## config.mk

```make
export PLATFORM = sky130hd
export DESIGN_NAME = lmt_timer
export DESIGN_NICKNAME = d
export VERILOG_FILES = /design/src/rtl/lmt_pkg.sv /design/src/rtl/lmt_prescale.sv /design/src/rtl/lmt_regif.sv /design/src/rtl/lmt_mode_fsm.sv /design/src/rtl/lmt_counter.sv /design/src/rtl/lmt_timer.sv
export SDC_FILE = /design/constraint.sdc
export NUM_CORES = 1
export LEC_CHECK = 0
export BUFFER_PORTS_ARGS = -buffer_cell sky130_fd_sc_hd__buf_4
export CORE_ASPECT_RATIO = 2
export CORE_MARGIN = 3
export CORE_UTILIZATION = 35
export DETAILED_ROUTE_END_ITERATION = 16
export SLEW_MARGIN = 40
export SYNTH_ARGS = -nofsm -noshare
export SYNTH_HDL_FRONTEND = slang
export SYNTH_HIERARCHICAL = 1
export SYNTH_SLANG_ARGS = --single-unit
```

## constraint.sdc

```tcl
create_clock -name clk -period 3.4 [get_ports clk]
set_input_delay 0.85 -clock clk [delete_from_list [all_inputs] [get_ports clk]]
set_output_delay 0.85 -clock clk [all_outputs]
set_load 0.02 [all_outputs]
```

## src/rtl/lmt_pkg.sv

```systemverilog
package lmt_pkg;

    typedef enum logic [1:0] {
        ST_LIMIT     = 2'd0,
        ST_USER_HALT = 2'd1,
        ST_USER_RUN  = 2'd2
    } lmt_state_e;

    localparam int CNT_W      = 64;
    localparam int WORD_W     = 32;
    localparam int STEP_SHIFT = 9;
    localparam int FLAG_BIT   = 31;

    localparam logic [WORD_W-1:0] CNT_MAX32  = 32'h7FFF_FE00;
    localparam logic [WORD_W-1:0] LIMIT_MASK = 32'h7FFF_FE00;
    localparam logic [CNT_W-1:0]  STEP       = CNT_W'(1) << STEP_SHIFT;

    localparam int IDX_LIMIT    = 0;
    localparam int IDX_COUNT    = 1;
    localparam int IDX_LIMIT_NR = 2;
    localparam int IDX_RUN      = 3;
    localparam int IDX_MODE     = 4;
    localparam int NUM_REGS     = 5;

endpackage

```

## src/rtl/lmt_prescale.sv

```systemverilog
module lmt_prescale #(
    parameter int TICK_DIV = 50
) (
    input  logic clk,
    input  logic rst_n,
    output logic tick
);
    localparam int PW = (TICK_DIV > 1) ? $clog2(TICK_DIV) : 1;

    generate
        if (TICK_DIV > 1) begin : g_div
            logic [PW-1:0] ph_q;

            always_ff @(posedge clk or negedge rst_n) begin
                if (!rst_n) begin
                    ph_q <= '0;
                end else if (ph_q == PW'(TICK_DIV - 1)) begin
                    ph_q <= '0;
                end else begin
                    ph_q <= ph_q + 1'b1;
                end
            end

            assign tick = (ph_q == PW'(TICK_DIV - 1));

            assert_tick_gap_R2: assert property (@(posedge clk) disable iff (!rst_n)
                tick |=> !tick);
        end else begin : g_every
            assign tick = 1'b1;
        end
    endgenerate

endmodule

```

## src/rtl/lmt_regif.sv

```systemverilog
module lmt_regif
    import lmt_pkg::*;
#(
    parameter int ADDR_W = 5
) (
    input  logic              bus_wr,
    input  logic              bus_rd,
    input  logic [ADDR_W-1:0] bus_addr,
    input  logic [3:0]        bus_be,
    input  logic              user_mode,
    input  logic              advancing,
    input  logic              reached,
    input  logic [WORD_W-1:0] limit,
    input  logic [CNT_W-1:0]  cnt,
    output logic              wr_lim,
    output logic              wr_cnt,
    output logic              wr_nr,
    output logic              wr_run,
    output logic              wr_mode,
    output logic              rd_lim,
    output logic [WORD_W-1:0] rdata
);
    localparam int IDX_W = ADDR_W - 2;

    logic [IDX_W-1:0] idx;
    logic             acc_ok;

    assign idx    = bus_addr[ADDR_W-1:2];
    assign acc_ok = (bus_addr[1:0] == 2'b00) && (bus_be == 4'hF)
                    && (idx < IDX_W'(NUM_REGS));

    always_comb begin
        wr_lim  = 1'b0;
        wr_cnt  = 1'b0;
        wr_nr   = 1'b0;
        wr_run  = 1'b0;
        wr_mode = 1'b0;
        if (bus_wr && acc_ok) begin
            unique case (idx)
                IDX_W'(IDX_LIMIT):    wr_lim  = 1'b1;
                IDX_W'(IDX_COUNT):    wr_cnt  = 1'b1;
                IDX_W'(IDX_LIMIT_NR): wr_nr   = 1'b1;
                IDX_W'(IDX_RUN):      wr_run  = 1'b1;
                IDX_W'(IDX_MODE):     wr_mode = 1'b1;
                default:              ;
            endcase
        end
    end

    assign rd_lim = bus_rd && acc_ok && (idx == IDX_W'(IDX_LIMIT));

    always_comb begin
        rdata = '0;
        if (bus_rd && acc_ok) begin
            unique case (idx)
                IDX_W'(IDX_LIMIT):
                    rdata = user_mode ? cnt[CNT_W-1:WORD_W]
                                      : {reached, limit[FLAG_BIT-1:0]};
                IDX_W'(IDX_COUNT):
                    rdata = user_mode ? cnt[WORD_W-1:0]
                                      : {reached, cnt[FLAG_BIT-1:0]};
                IDX_W'(IDX_LIMIT_NR): rdata = limit;
                IDX_W'(IDX_RUN):      rdata = {{(WORD_W-1){1'b0}}, advancing};
                IDX_W'(IDX_MODE):     rdata = {{(WORD_W-1){1'b0}}, user_mode};
                default:              rdata = '0;
            endcase
        end
    end

endmodule

```

## src/rtl/lmt_mode_fsm.sv

```systemverilog
module lmt_mode_fsm
    import lmt_pkg::*;
(
    input  logic       clk,
    input  logic       rst_n,
    input  logic       wr_run,
    input  logic       wr_mode,
    input  logic       data_bit,
    output lmt_state_e state,
    output logic       user_mode,
    output logic       advancing,
    output logic       mode_flip
);
    lmt_state_e state_q, state_d;

    always_comb begin
        state_d = state_q;
        unique case (state_q)
            ST_LIMIT: begin
                if (wr_mode && data_bit) state_d = ST_USER_HALT;
            end
            ST_USER_HALT: begin
                if (wr_mode && !data_bit)     state_d = ST_LIMIT;
                else if (wr_run && data_bit)  state_d = ST_USER_RUN;
            end
            ST_USER_RUN: begin
                if (wr_mode && !data_bit)     state_d = ST_LIMIT;
                else if (wr_run && !data_bit) state_d = ST_USER_HALT;
            end
            default: state_d = ST_LIMIT;
        endcase
    end

    always_ff @(posedge clk or negedge rst_n) begin
        if (!rst_n) state_q <= ST_LIMIT;
        else        state_q <= state_d;
    end

    always_comb begin
        state     = state_q;
        user_mode = (state_q != ST_LIMIT);
        advancing = (state_q != ST_USER_HALT);
        mode_flip = wr_mode && (data_bit != user_mode);
    end

    assert_run_only_user_R10: assert property (@(posedge clk) disable iff (!rst_n)
        (state_q == ST_LIMIT && !wr_mode) |=> (state_q == ST_LIMIT));

endmodule

```

## src/rtl/lmt_counter.sv

```systemverilog
module lmt_counter
    import lmt_pkg::*;
(
    input  logic              clk,
    input  logic              rst_n,
    input  logic              tick,
    input  logic              user_mode,
    input  logic              advancing,
    input  logic              mode_flip,
    input  logic              wr_lim,
    input  logic              wr_cnt,
    input  logic              wr_nr,
    input  logic              rd_lim,
    input  logic [WORD_W-1:0] wdata,
    output logic [CNT_W-1:0]  cnt,
    output logic [WORD_W-1:0] limit,
    output logic              reached,
    output logic              irq
);
    logic [CNT_W-1:0]  cnt_q;
    logic [WORD_W-1:0] lim_q;
    logic              rch_q;
    logic              irq_q;

    logic [WORD_W:0]   lo_sum;
    logic              wrap;
    logic              hit;
    logic [CNT_W-1:0]  cnt_step;

    assign lo_sum = {1'b0, cnt_q[WORD_W-1:0]} + (WORD_W+1)'(STEP);

    always_comb begin
        if (lim_q != '0) wrap = (lo_sum >= {1'b0, lim_q});
        else             wrap = (cnt_q[WORD_W-1:0] >= CNT_MAX32);
        hit = tick && !user_mode && (lim_q != '0) && wrap;
        if (user_mode)   cnt_step = cnt_q + STEP;
        else if (wrap)   cnt_step = '0;
        else             cnt_step = {{(CNT_W-WORD_W-1){1'b0}}, lo_sum};
    end

    always_ff @(posedge clk or negedge rst_n) begin
        if (!rst_n) begin
            cnt_q <= '0;
            lim_q <= '0;
            rch_q <= 1'b0;
            irq_q <= 1'b0;
        end else if (mode_flip) begin
            cnt_q <= '0;
            rch_q <= 1'b0;
            irq_q <= 1'b0;
        end else if (wr_lim && !user_mode) begin
            lim_q <= wdata & LIMIT_MASK;
            cnt_q <= '0;
            rch_q <= 1'b0;
            irq_q <= 1'b0;
        end else if (wr_lim && user_mode) begin
            cnt_q[CNT_W-1:WORD_W] <= wdata;
            rch_q <= 1'b0;
        end else if (wr_cnt && user_mode) begin
            cnt_q[WORD_W-1:0] <= {wdata[WORD_W-1:STEP_SHIFT], {STEP_SHIFT{1'b0}}};
            rch_q <= 1'b0;
        end else begin
            if (wr_nr && !user_mode) lim_q <= wdata & LIMIT_MASK;
            if (tick && advancing)   cnt_q <= cnt_step;
            if (hit) begin
                rch_q <= 1'b1;
                irq_q <= 1'b1;
            end else if (rd_lim && !user_mode) begin
                rch_q <= 1'b0;
                irq_q <= 1'b0;
            end
        end
    end

    assign cnt     = cnt_q;
    assign limit   = lim_q;
    assign reached = rch_q;
    assign irq     = irq_q;

    assert_low_bits_zero_R2: assert property (@(posedge clk) disable iff (!rst_n)
        cnt_q[STEP_SHIFT-1:0] == '0);
    assert_irq_has_flag_R3: assert property (@(posedge clk) disable iff (!rst_n)
        irq_q |-> rch_q);
    assert_irq_rise_on_tick_R3: assert property (@(posedge clk) disable iff (!rst_n)
        $rose(irq_q) |-> $past(tick));
    assert_norm_in_range_R4: assert property (@(posedge clk) disable iff (!rst_n)
        !user_mode |-> (cnt_q[CNT_W-1:FLAG_BIT] == '0));
    assert_no_irq_user_R9: assert property (@(posedge clk) disable iff (!rst_n)
        user_mode |-> !irq_q);

endmodule

```

## src/rtl/lmt_timer.sv

```systemverilog
module lmt_timer
    import lmt_pkg::*;
#(
    parameter int ADDR_W   = 5,
    parameter int TICK_DIV = 50
) (
    input  logic              clk,
    input  logic              rst_n,
    input  logic              bus_wr,
    input  logic              bus_rd,
    input  logic [ADDR_W-1:0] bus_addr,
    input  logic [3:0]        bus_be,
    input  logic [31:0]       bus_wdata,
    output logic [31:0]       bus_rdata,
    output logic              irq
);
    logic             tick;
    lmt_state_e       state;
    logic             user_mode, advancing, mode_flip;
    logic             wr_lim, wr_cnt, wr_nr, wr_run, wr_mode, rd_lim;
    logic [CNT_W-1:0] cnt;
    logic [WORD_W-1:0] limit;
    logic             reached;

    lmt_prescale #(.TICK_DIV(TICK_DIV)) u_pre (
        .clk   (clk),
        .rst_n (rst_n),
        .tick  (tick)
    );

    lmt_regif #(.ADDR_W(ADDR_W)) u_regif (
        .bus_wr    (bus_wr),
        .bus_rd    (bus_rd),
        .bus_addr  (bus_addr),
        .bus_be    (bus_be),
        .user_mode (user_mode),
        .advancing (advancing),
        .reached   (reached),
        .limit     (limit),
        .cnt       (cnt),
        .wr_lim    (wr_lim),
        .wr_cnt    (wr_cnt),
        .wr_nr     (wr_nr),
        .wr_run    (wr_run),
        .wr_mode   (wr_mode),
        .rd_lim    (rd_lim),
        .rdata     (bus_rdata)
    );

    lmt_mode_fsm u_fsm (
        .clk       (clk),
        .rst_n     (rst_n),
        .wr_run    (wr_run),
        .wr_mode   (wr_mode),
        .data_bit  (bus_wdata[0]),
        .state     (state),
        .user_mode (user_mode),
        .advancing (advancing),
        .mode_flip (mode_flip)
    );

    lmt_counter u_cnt (
        .clk       (clk),
        .rst_n     (rst_n),
        .tick      (tick),
        .user_mode (user_mode),
        .advancing (advancing),
        .mode_flip (mode_flip),
        .wr_lim    (wr_lim),
        .wr_cnt    (wr_cnt),
        .wr_nr     (wr_nr),
        .rd_lim    (rd_lim),
        .wdata     (bus_wdata),
        .cnt       (cnt),
        .limit     (limit),
        .reached   (reached),
        .irq       (irq)
    );

    assert_halt_holds_count_R10: assert property (@(posedge clk) disable iff (!rst_n)
        (state == ST_USER_HALT && !(wr_lim || wr_cnt || wr_nr || wr_run || wr_mode))
        |=> $stable(cnt));

endmodule

```

==> results of run 1 <==
## layout by cell type, fill, tap and decap left out, types with 6 or more instances in the layout
cell type / netlist / final
a21o_1: 28 / 28
a21oi_1: 46 / 46
a21oi_2: 20 / 20
a22oi_1: 31 / 31
and3_1: 10 / 10
and3b_1: 6 / 6
buf_12: 0 / 6
buf_4: 25 / 155
clkbuf_16: 0 / 9
conb_1: 1 / 19
dfrtp_1: 87 / 86
ha_1: 25 / 24
inv_1: 44 / 44
mux2_2: 6 / 6
nand2_1: 122 / 119
nand3_1: 48 / 47
nand3b_1: 29 / 29
nand4_1: 17 / 17
nor2_1: 53 / 49
nor3_1: 23 / 20
nor4_1: 11 / 10
o21ai_0: 84 / 70
o21ai_1: 4 / 18
o22ai_1: 9 / 9
xnor2_1: 18 / 17
xor2_1: 12 / 12
## registers in the layout, indices dropped and copies added (netlist names)
signal            count
u_cnt/cnt            55
u_cnt/limit          22
u_pre/g_div.ph_q      6
u_fsm/state           2
u_cnt/irq             1
u_cnt/reached         1
## power groups by stage
stage / sequential (W) / combinational, W / clock, W
6_report: 0.00110 / 0.000288 / 0.00113
5_1_grt: 0.00111 / 0.000315 / 0.00119
4_1_cts: 0.00110 / 0.000279 / 0.00117
3_5_place_dp: 0.00112 / 0.000278 / 0
3_3_place_gp: 0.00112 / 0.000275 / 0
2_1_floorplan: 0.00111 / 0.000155 / 0
## layer usage
layer,vias to the layer above,track usage,share of wire
met5,-,0,0
met4,0,0.134,0.061
met3,75,0.0308,0.039
met2,220,0.411,0.52
met1,3480,0.269,0.38
li1,3413,-,-
## stage by stage
stage / std cells / worst slack (ns) / TNS [ns] / instance area (um^2)
global route: 1279 / -0.0217 / -0.0719 / 8790
global placement: 1251 / 0.130 / 0 / 8310
finish: 1279 / 0.158 / 0 / 8790
detailed placement: 1251 / 0.0827 / 0 / 8310
CTS: 1267 / 0.0456 / 0 / 8630
floorplan: 914 / 0.0348 / 0 / 7180
## layout make-up
class                      count  area (um^2)  share of cell area
clock buffer                   9          225              0.0256
clock inverter                 7          100              0.0114
inverter                      44          165              0.0188
multi-input combinational    707         4490               0.510
sequential                    87         2180               0.248
tap                          262          328              0.0373
timing repair buffer         163         1310               0.149
## repair_timing
action	4_1_cts	5_1_grt
setup endpoints to repair	0	24
buffers inserted	0	12
resized for setup	0	29
## worst paths after layout
| kind | depth (start not counted) | to | slack (ns) | from |
|---|---|---|---|---|
| hold / removal | 1 | u_cnt/cnt[40] | 0.51 | rst_n |
| hold reg to reg | 1 | u_pre/g_div.ph_q[0] | 0.53 | u_pre/g_div.ph_q[0] |
| max in group asynchronous | 2 | u_cnt/limit[26] | 2.19 | rst_n |
| setup / recovery | 16 | u_cnt/cnt[18] | 0.16 | u_cnt/cnt[11] |
| min in group clk | 1 | u_pre/g_div.ph_q[0] | 0.53 | u_pre/g_div.ph_q[0] |
| setup reg to reg | 16 | u_cnt/cnt[18] | 0.16 | u_cnt/cnt[11] |
## logic make-up after synthesis
family | count (synthesis) | synth area share
AND/OR/NAND/NOR | 367 | 0.277
buffers and inverters | 120 | 0.0858
flip-flops | 87 | 0.307
adder cells (fa/ha/maj) | 25 | 0.0441
other | 1 | 0.000529
AO/OA/AOI/OAI | 255 | 0.232
multiplexers | 11 | 0.0166
XOR/XNOR | 30 | 0.0371
## worst max-delay path: stages, from the launching register on
cell	delay [ns]
dfrtp_1	0.44
nand3_2	0.12
nor2_1	0.10
or4b_4	0.52
buf_6	0.15
xnor2_2	0.13
ha_1	0.32
nand2_2	0.07
nor4_4	0.26
buf_4	0.15
nand3_1	0.08
o2111ai_2	0.12
o31ai_4	0.13
buf_4	0.15
buf_4	0.13
o22ai_1	0.17
nand2_1	0.07
==> metrics.txt, run 1 <==
run status=completed; flops & latches, synth=between 80 and 90; commonest cells in the netlist=nand2_1, dfrtp_1, o21ai_0; Mapped Cells=896; # IOs=78; PD cells=287 nW/um^2; initial core utilization=0.356; synthesized area=approximately 7000 um^2; Seq/Total Area, Yosys=0.307; Fill cells=~2100; via/cell ratio=5.62; relative slew slack=0.563; leak pwr=3.85 nW; top cell type's share of synthesized area=0.307; Final Power=0.00252 W; Wirelength per Cell=20.0 um; area delta synth->final=24.0%; sw power=0.000689 W; final worst path period share=0.954; Seq pwr share=0.437; leading area contributor after synthesis=dfrtp_1; Via Count=7188; Final Slew Violations=0; Core Util, Final=0.441; via count of the first global-routing pass=7216; die area=about 22000 um^2; htree depth=3; critical path type=reg2reg; Final Hold Fails=0; DRC viols=0; CP endpoint kind=flop; n_diodes=0; hold slack=0.509 ns; top cells by area, synth=dfrtp_1, nand2_1, o21ai_0, ha_1, nand3_1; startpoint types=flop; layout cells sized above 1=0.240; Int Pwr=0.00183 W; Final Setup Violations=0; Initial DRC Count=495; grt ovf=0; CORE AREA=19900 um^2; Gate power share=0.114; Syn Area/Cell=7.91 um^2; TritonRoute pass-1 iters=5; TritonCTS Sinks=87; CTS Buffer Depth=2; synth warn=6; clock power share=0.449; worst skew pair latency=roughly 0.37 ns; max frequency=308 MHz; gr usage total=0.235; Row Count=73; Max Cap Viol=0; clock-pin slew on the worst setup and hold paths=0.07 ns; EDFF count, synth=0; first-pass GRT wire length=40200 um; clock skew=~0.013 ns; die height=roughly 210 um; clk root buf=clkbuf_16; Hold Crit Class=in2async; # hold bufs at CTS=0; post-DP HPWL=around 19000 um; critical path peak fanout=5; placer congestion estimate=0.983; port buffer count=77; largest net degree at the start of global routing=45; Worst-Margin Slew=0.655 ns; VDD IR max=251 uV; WP data required=3.66 ns; CTS Buf Count=9; WL final=25600 um; Most used DFF post-synth=dfrtp_1; Chip Width=107 um; Detail Route Antenna Nets=0; share of async-settable or async-resettable flops after synthesis=1.00; most frequent cell after synthesis=nand2_1; fin crit period=3.24 ns; initial antenna violation count=0; Sw Ratio=0.273; Layout Nets=1082; Netlist cell types=72; Crit path arrival time=3.50 ns; CTS tree=yes
Note: power is estimated with default switching activity, not from simulation.
==> inputs of run 2 (changes only) <==
--- a/config.mk
+++ b/config.mk
@@ -9,7 +9,9 @@
 export CORE_ASPECT_RATIO = 2
 export CORE_MARGIN = 3
 export CORE_UTILIZATION = 35
+export CTS_BUF_LIST = sky130_fd_sc_hd__clkbuf_4 sky130_fd_sc_hd__clkbuf_8 sky130_fd_sc_hd__clkbuf_16
 export DETAILED_ROUTE_END_ITERATION = 16
+export REMOVE_ABC_BUFFERS = 1
 export SLEW_MARGIN = 40
 export SYNTH_ARGS = -nofsm -noshare
 export SYNTH_HDL_FRONTEND = slang
==> run 2 against run 1 <==
Compared with the run above:
- sequential power is essentially flat
- clock skew fell by 0.0025 ns
- sequential cell count unchanged
- fmax fell by 2.0%
- register-to-register slack worse by 0.07 ns
- critical path depth stayed put
- utilization up 0.20 points
- sequential share of layout area fell by 0.11 points
- combinational power is essentially flat
- critical endpoint is now u_cnt/cnt[23]
- largest cell class unchanged
- highest routed layer unchanged
==> metrics.txt, run 2 (same netlist as run 1, synthesis figures left out) <==
dpl cells=1254 (+0.24%); PD cells=283 nW/um^2 (-1.4%); min-delay src=u_pre/g_div.ph_q[0]; die height=207 um (unchanged); WL final=26000 um (+1.5%); critical path type=reg2reg; CTS tree=yes; fin crit period=3.31 ns (+0.0652 ns); DRC viols=0 (unchanged); CP endpoint kind=flop; clock skew=0.0108 ns (-0.00254 ns); via/cell ratio=5.71 (+1.6%); Initial DRC Count=364 (-26%); Crit path arrival time=3.58 ns (+0.08 ns); hold path cells=1; Final Hold Fails=0 (unchanged); Max Cap Viol=0 (unchanged); Row Count=73 (unchanged); reg-to-reg endpoint=u_cnt/cnt[23]; grt ovf=0 (unchanged); Via Count=7277 (+1.2%); CTS Buf Count=9 (unchanged); Largest register FFs=55 (unchanged); TritonCTS Sinks=87 (unchanged); Detail Route Antenna Nets=0 (unchanged); die area=22100 um^2 (unchanged); clk root buf=clkbuf_16; R2R setup slack=0.09 ns (-0.07 ns); Setup TNS=0 ns (unchanged); Worst-Margin Slew=0.768 ns (+0.112 ns); CORE AREA=19900 um^2 (unchanged); Chip Width=107 um (unchanged); Final Slew Violations=0 (unchanged); htree depth=3 (unchanged); final worst path period share=0.973 (+0.0192); reg2reg start=u_cnt/cnt[23]; R2R cell count=16 (unchanged); relative slew slack=0.488 (-0.0748); gr usage total=0.235 (+0.000653); Final Setup Violations=0 (unchanged); Wirelength per Cell=20.4 um (+1.8%); most frequent cells in the layout=buf_4, nand2_1, dfrtp_1, o21ai_0, nor2_1; final cell area excluding filler cells=8830 um^2 (+0.46%); leak pwr=3.82 nW (-0.69%); post-DP HPWL=19500 um (+0.52%); Finished Layout Cells=1275 (-0.31%); initial core utilization=0.356 (unchanged); worst skew pair latency=0.35 ns (-0.02 ns); dpl cell area=8310 um^2 (unchanged); # IOs=78 (unchanged); port buffer count=77 (unchanged); commonest non-fill, non-tap cell in the layout=buf_4; Fill cells=2110 (+0.67%); startpoint types=flop; via count of the first global-routing pass=7444 (+3.2%); layout cells sized above 1=0.245 (+0.00490); WP data required=3.67 ns (about the same); Hold Crit Class=reg2reg; clock-pin slew on the worst setup and hold paths=0.07 ns (about the same); Hold Path Sink=u_pre/g_div.ph_q[0]; largest net degree at the start of global routing=51 (+13%); first-pass GRT wire length=40700 um (+1.1%); placer congestion estimate=1.02 (+3.3%); initial antenna violation count=0 (unchanged); max frequency=302 MHz (-2.0%); pre-CTS WS=0.0190 ns (-0.0638 ns); CTS Buffer Depth=2 (unchanged); Final Power=0.00250 W (-0.96%); VDD IR max=279 uV (+11%); run status=completed; TritonRoute pass-1 iters=5 (unchanged); area delta synth->final=24.6%; Layout Nets=1078 (-0.37%); n_diodes=0 (unchanged); critical path peak fanout=9 (+4); setup ws final=0.0927 ns (-0.0652 ns)
run 2: cell types whose count changed in the layout (fill, tap and decap cells not counted), sizes merged:
cell,delta
inv,-3
buf,-4
clkinv,+3
run 2: per-stage QoR:
stage | hold WS [ns] | utilization
after detailed placement | 0.517 | 0.417
after global routing | 0.553 | 0.443
after global placement | 0.510 | 0.417
after floorplan | 0.479 | -
final | 0.517 | 0.443
after CTS | 0.527 | 0.435
run 2: worst max-delay path, stage by stage, from the launching register on:
cell and delay (ns):
dfrtp_1 0.36, nand2_1 0.15, buf_4 0.19, or4_4 0.55, nor2_2 0.13, xnor2_1 0.15, ha_1 0.27, nand2_2 0.10
nor4_2 0.05, buf_4 0.13, buf_4 0.13, nand3_1 0.09, o2111ai_2 0.16, o31ai_4 0.34, nor2_2 0.09, buf_6 0.16
o21ai_0 0.16
run 2: how the worst max path moves through the flow:
stage | start | to | slack [ns] | cells past startpoint
detailed placement | u_cnt/cnt[9] | u_cnt/cnt[10] | 0.02 | 15
finish | u_cnt/cnt[23] | u_cnt/cnt[23] | 0.09 | 16
floorplan | bus_addr[0] | u_cnt/cnt[10] | -3.44 | 7
CTS | u_cnt/cnt[9] | u_cnt/cnt[10] | 0.004 | 15
global route | u_cnt/cnt[23] | u_cnt/cnt[13] | -0.04 | 15
global placement | u_cnt/cnt[9] | u_cnt/cnt[30] | 0.1 | 15
run 2: layout make-up:
type	count	area [um^2]	share of cell area
Inverter	44	165	0.0187
Tap cell	262	328	0.0371
Clock inverter	7	96.3	0.0109
Clock buffer	9	225	0.0255
Sequential cell	87	2180	0.247
Multi-Input combinational cell	707	4550	0.515
Timing Repair Buffer	159	1290	0.146
run 2: power breakdown:
group	internal (W)	switching, W	total (W)
Clock	0.000647	0.000462	0.00111
Combinational	0.000114	0.000171	0.000285
Sequential	0.00107	0.0000370	0.00110
run 2: what timing repair did:
item	in CTS	in global routing
hold buffers	0	0
resized for setup	6	38
pin swaps	2	13
setup buffers	0	4
gates cloned	1	0
endpoints found under the setup margin	1	24
run 2: routing by layer:
metal  wire [um]  GRT usage  vias up  share of wire
li1            -          -     3402              -
met1        9520      0.255     3537           0.37
met2       13700      0.417      249           0.53
met3        1030     0.0246       89          0.040
met4        1740      0.168        0          0.067
met5           0          0        -              0
==> inputs of run 3 (changes only) <==
--- a/config.mk
+++ b/config.mk
@@ -5,6 +5,7 @@
 export SDC_FILE = /design/constraint.sdc
 export NUM_CORES = 1
 export LEC_CHECK = 0
+export ABC_CLOCK_PERIOD_IN_PS = 4000
 export BUFFER_PORTS_ARGS = -buffer_cell sky130_fd_sc_hd__buf_4
 export CORE_ASPECT_RATIO = 2
 export CORE_MARGIN = 3
==> constraint.sdc (replaced) <==
create_clock -name clk -period 4 [get_ports clk]
set_input_delay 1 -clock clk [delete_from_list [all_inputs] [get_ports clk]]
set_output_delay 1 -clock clk [all_outputs]
set_load 0.02 [all_outputs]
==> run 3 against run 2 <==
Compared with the run above:
- combinational power fell by 19%
- wire length down 1.3%
- critical endpoint is now u_cnt/cnt[22]
- largest cell class unchanged
- sequential cell count unchanged
- clock-buffer cell count rose by 1
- total power down 17%
- hold slack improved by 0.0046 ns
- via count down 2.3%
- clock power fell by 18%
- sequential share of layout area is 1.6 points higher
==> metrics.txt, run 3 (same netlist as run 1, synthesis figures left out) <==
final worst path period share=0.933 (-0.0402); Final Setup Violations=0 (unchanged); clock-pin slew on the worst setup and hold paths=0.07 ns (about the same); CP delay by family, top=simple AND/OR/NAND/NOR gates; Via Count=7108 (-2.3%); Crit path arrival time=3.96 ns (+0.38 ns); WL final=25700 um (-1.3%); clk root buf=clkbuf_16; initial antenna violation count=0 (unchanged); placer congestion estimate=0.907 (-11%); leak pwr=3.51 nW (-8.2%); Row Count=73 (unchanged); die area=22100 um^2 (unchanged); R2R setup slack=0.27 ns (+0.18 ns); port buffer count=77 (unchanged); layout cells sized above 1=0.185 (-0.0600); commonest non-fill, non-tap cell in the layout=nand2_1; # hold bufs at CTS=0 (unchanged); via/cell ratio=5.80 (+1.7%); Final Slew Violations=0 (unchanged); area delta synth->final=16.8%; setup ws final=0.270 ns (+0.177 ns); pre-CTS WS=0.160 ns (+0.141 ns); htree depth=3 (unchanged); Initial DRC Count=437 (+20%); Wirelength per Cell=20.9 um (+2.7%); RSZ-0062 raised after global routing=no; PD cells=251 nW/um^2 (-11%); post-DP HPWL=18900 um (-2.9%); max frequency=268 MHz (-11%); Hold Crit Class=reg2reg; Layout Nets=1028 (-4.6%); final cell area excluding filler cells=8280 um^2 (-6.3%); Detail Route Antenna Nets=0 (unchanged); via count of the first global-routing pass=7109 (-4.5%); fin crit period=3.73 ns (+0.423 ns); TritonRoute pass-1 iters=5 (unchanged); gr usage total=0.232 (-0.00328); TritonCTS Sinks=87 (unchanged); critical path peak fanout=9 (unchanged); DRC viols=0 (unchanged); n_diodes=0 (unchanged); Max stage delay on crit path=0.64 ns (+0.09 ns); initial core utilization=0.356 (unchanged); Buf/Inv on CP=1 (-3); VDD IR max=156 uV (-44%); Cell Chain, Critical Path=ha_2, nand4_4, or4_4, nor2_1, xnor2_1, ha_1, nand2_1, nor4_2, o21ai_0, o2111ai_1, o31ai_4, nor2_1, buf_4, o21ai_0; Core Util, Final=0.416 (-0.0278); Worst-Margin Slew=0.745 ns (-0.0228 ns); WP data required=4.23 ns (+0.56 ns); clock skew=0.00953 ns (-0.00129 ns); critical path type=reg2reg; most frequent cells in the layout=nand2_1, buf_4, dfrtp_1, o21ai_0, nor2_1; Largest register FFs=55 (unchanged); CTS Buf Count=9 (unchanged); CTS Buffer Depth=2 (unchanged); grt ovf=0 (unchanged); Final Hold Fails=0 (unchanged); Slowest-stage cell, CP=or4_4; first-pass GRT wire length=39700 um (-2.4%); run status=completed; worst skew pair latency=0.36 ns (about the same); die height=207 um (unchanged); CORE AREA=19900 um^2 (unchanged); startpoint types=flop; Max Cap Viol=0 (unchanged); dpl cell area=7960 um^2 (-4.2%); Chip Width=107 um (unchanged); CP endpoint kind=flop; hold slack=0.521 ns (+0.00459 ns); largest net degree at the start of global routing=48 (-5.9%); # IOs=78 (unchanged); relative slew slack=0.500 (+0.0114); CTS tree=yes
-- run 3: changes by cell type in the layout (fill, tap and decap cells not counted), sizes merged --
cell	delta
inv	+1
clkinvlp	+2
bufinv	-1
clkbuf	+1
clkinv	-3
buf	-50
-- run 3: layout make-up --
class | count | area, um^2
clock buffer | 10 | 239
clock inverter | 6 | 67.6
fill | 2126 | 11600
inverter | 44 | 165
multi-input combinational | 707 | 4420
sequential | 87 | 2180
tap | 262 | 328
timing repair buffer | 109 | 881
-- run 3: per-stage QoR --
step / cells / setup TNS (ns) / power (W)
after floorplan: 838 / -147.55 / 0.00104
after global placement: 1209 / 0 / 0.00118
after detailed placement: 1209 / 0 / 0.00118
after CTS: 1225 / 0 / 0.00209
after global routing: 1225 / 0 / 0.00214
final: 1225 / 0 / 0.00207
-- run 3: layer usage --
| metal | vias up | GRT usage | routed length (um) |
|---|---|---|---|
| li1 | 3300 | - | - |
| met1 | 3434 | 0.252 | 9180 |
| met2 | 285 | 0.424 | 13700 |
| met3 | 89 | 0.0265 | 1180 |
| met4 | 0 | 0.135 | 1580 |
| met5 | - | 0 | 0 |
-- run 3: timing repair --
action	4_1_cts	5_1_grt
buffers inserted	0	0
resized for setup	0	2
endpoints found under the setup margin	0	20
hold endpoints to repair	0	0
-- run 3: where the power goes --
part | internal, W | leakage (nW) | total [W] | switching, W
clock | 0.000506 | 0.145 | 0.000907 | 0.000402
combinational | 0.0000879 | 2.32 | 0.000230 | 0.000142
sequential | 0.000905 | 1.04 | 0.000938 | 0.0000324
total | 0.00150 | 3.51 | 0.00207 | 0.000576
-- run 3: path summary, 6_finish.rpt --
| check | depth (start not counted) | from | to |
|---|---|---|---|
| max | 14 | u_cnt/cnt[10] | u_cnt/cnt[22] |
| min | 1 | u_pre/g_div.ph_q[0] | u_pre/g_div.ph_q[0] |
| max reg2reg | 14 | u_cnt/cnt[10] | u_cnt/cnt[22] |
| min reg2reg | 1 | u_pre/g_div.ph_q[0] | u_pre/g_div.ph_q[0] |
| max in group asynchronous | 2 | rst_n | u_cnt/cnt[58] |
| min in group asynchronous | 1 | rst_n | u_cnt/cnt[43] |
-- run 3: worst reg2reg max path: cells and delay by family, from the launching register on --
kind,cells,cell delay [ns]
AOI/OAI and AO/OA,4,0.74
xor gates and xnor gates,1,0.09
adders and majority gates,2,0.57
buffers and inverters,1,0.20
DFF,1,0.42
and+or+nand+nor,6,1.59
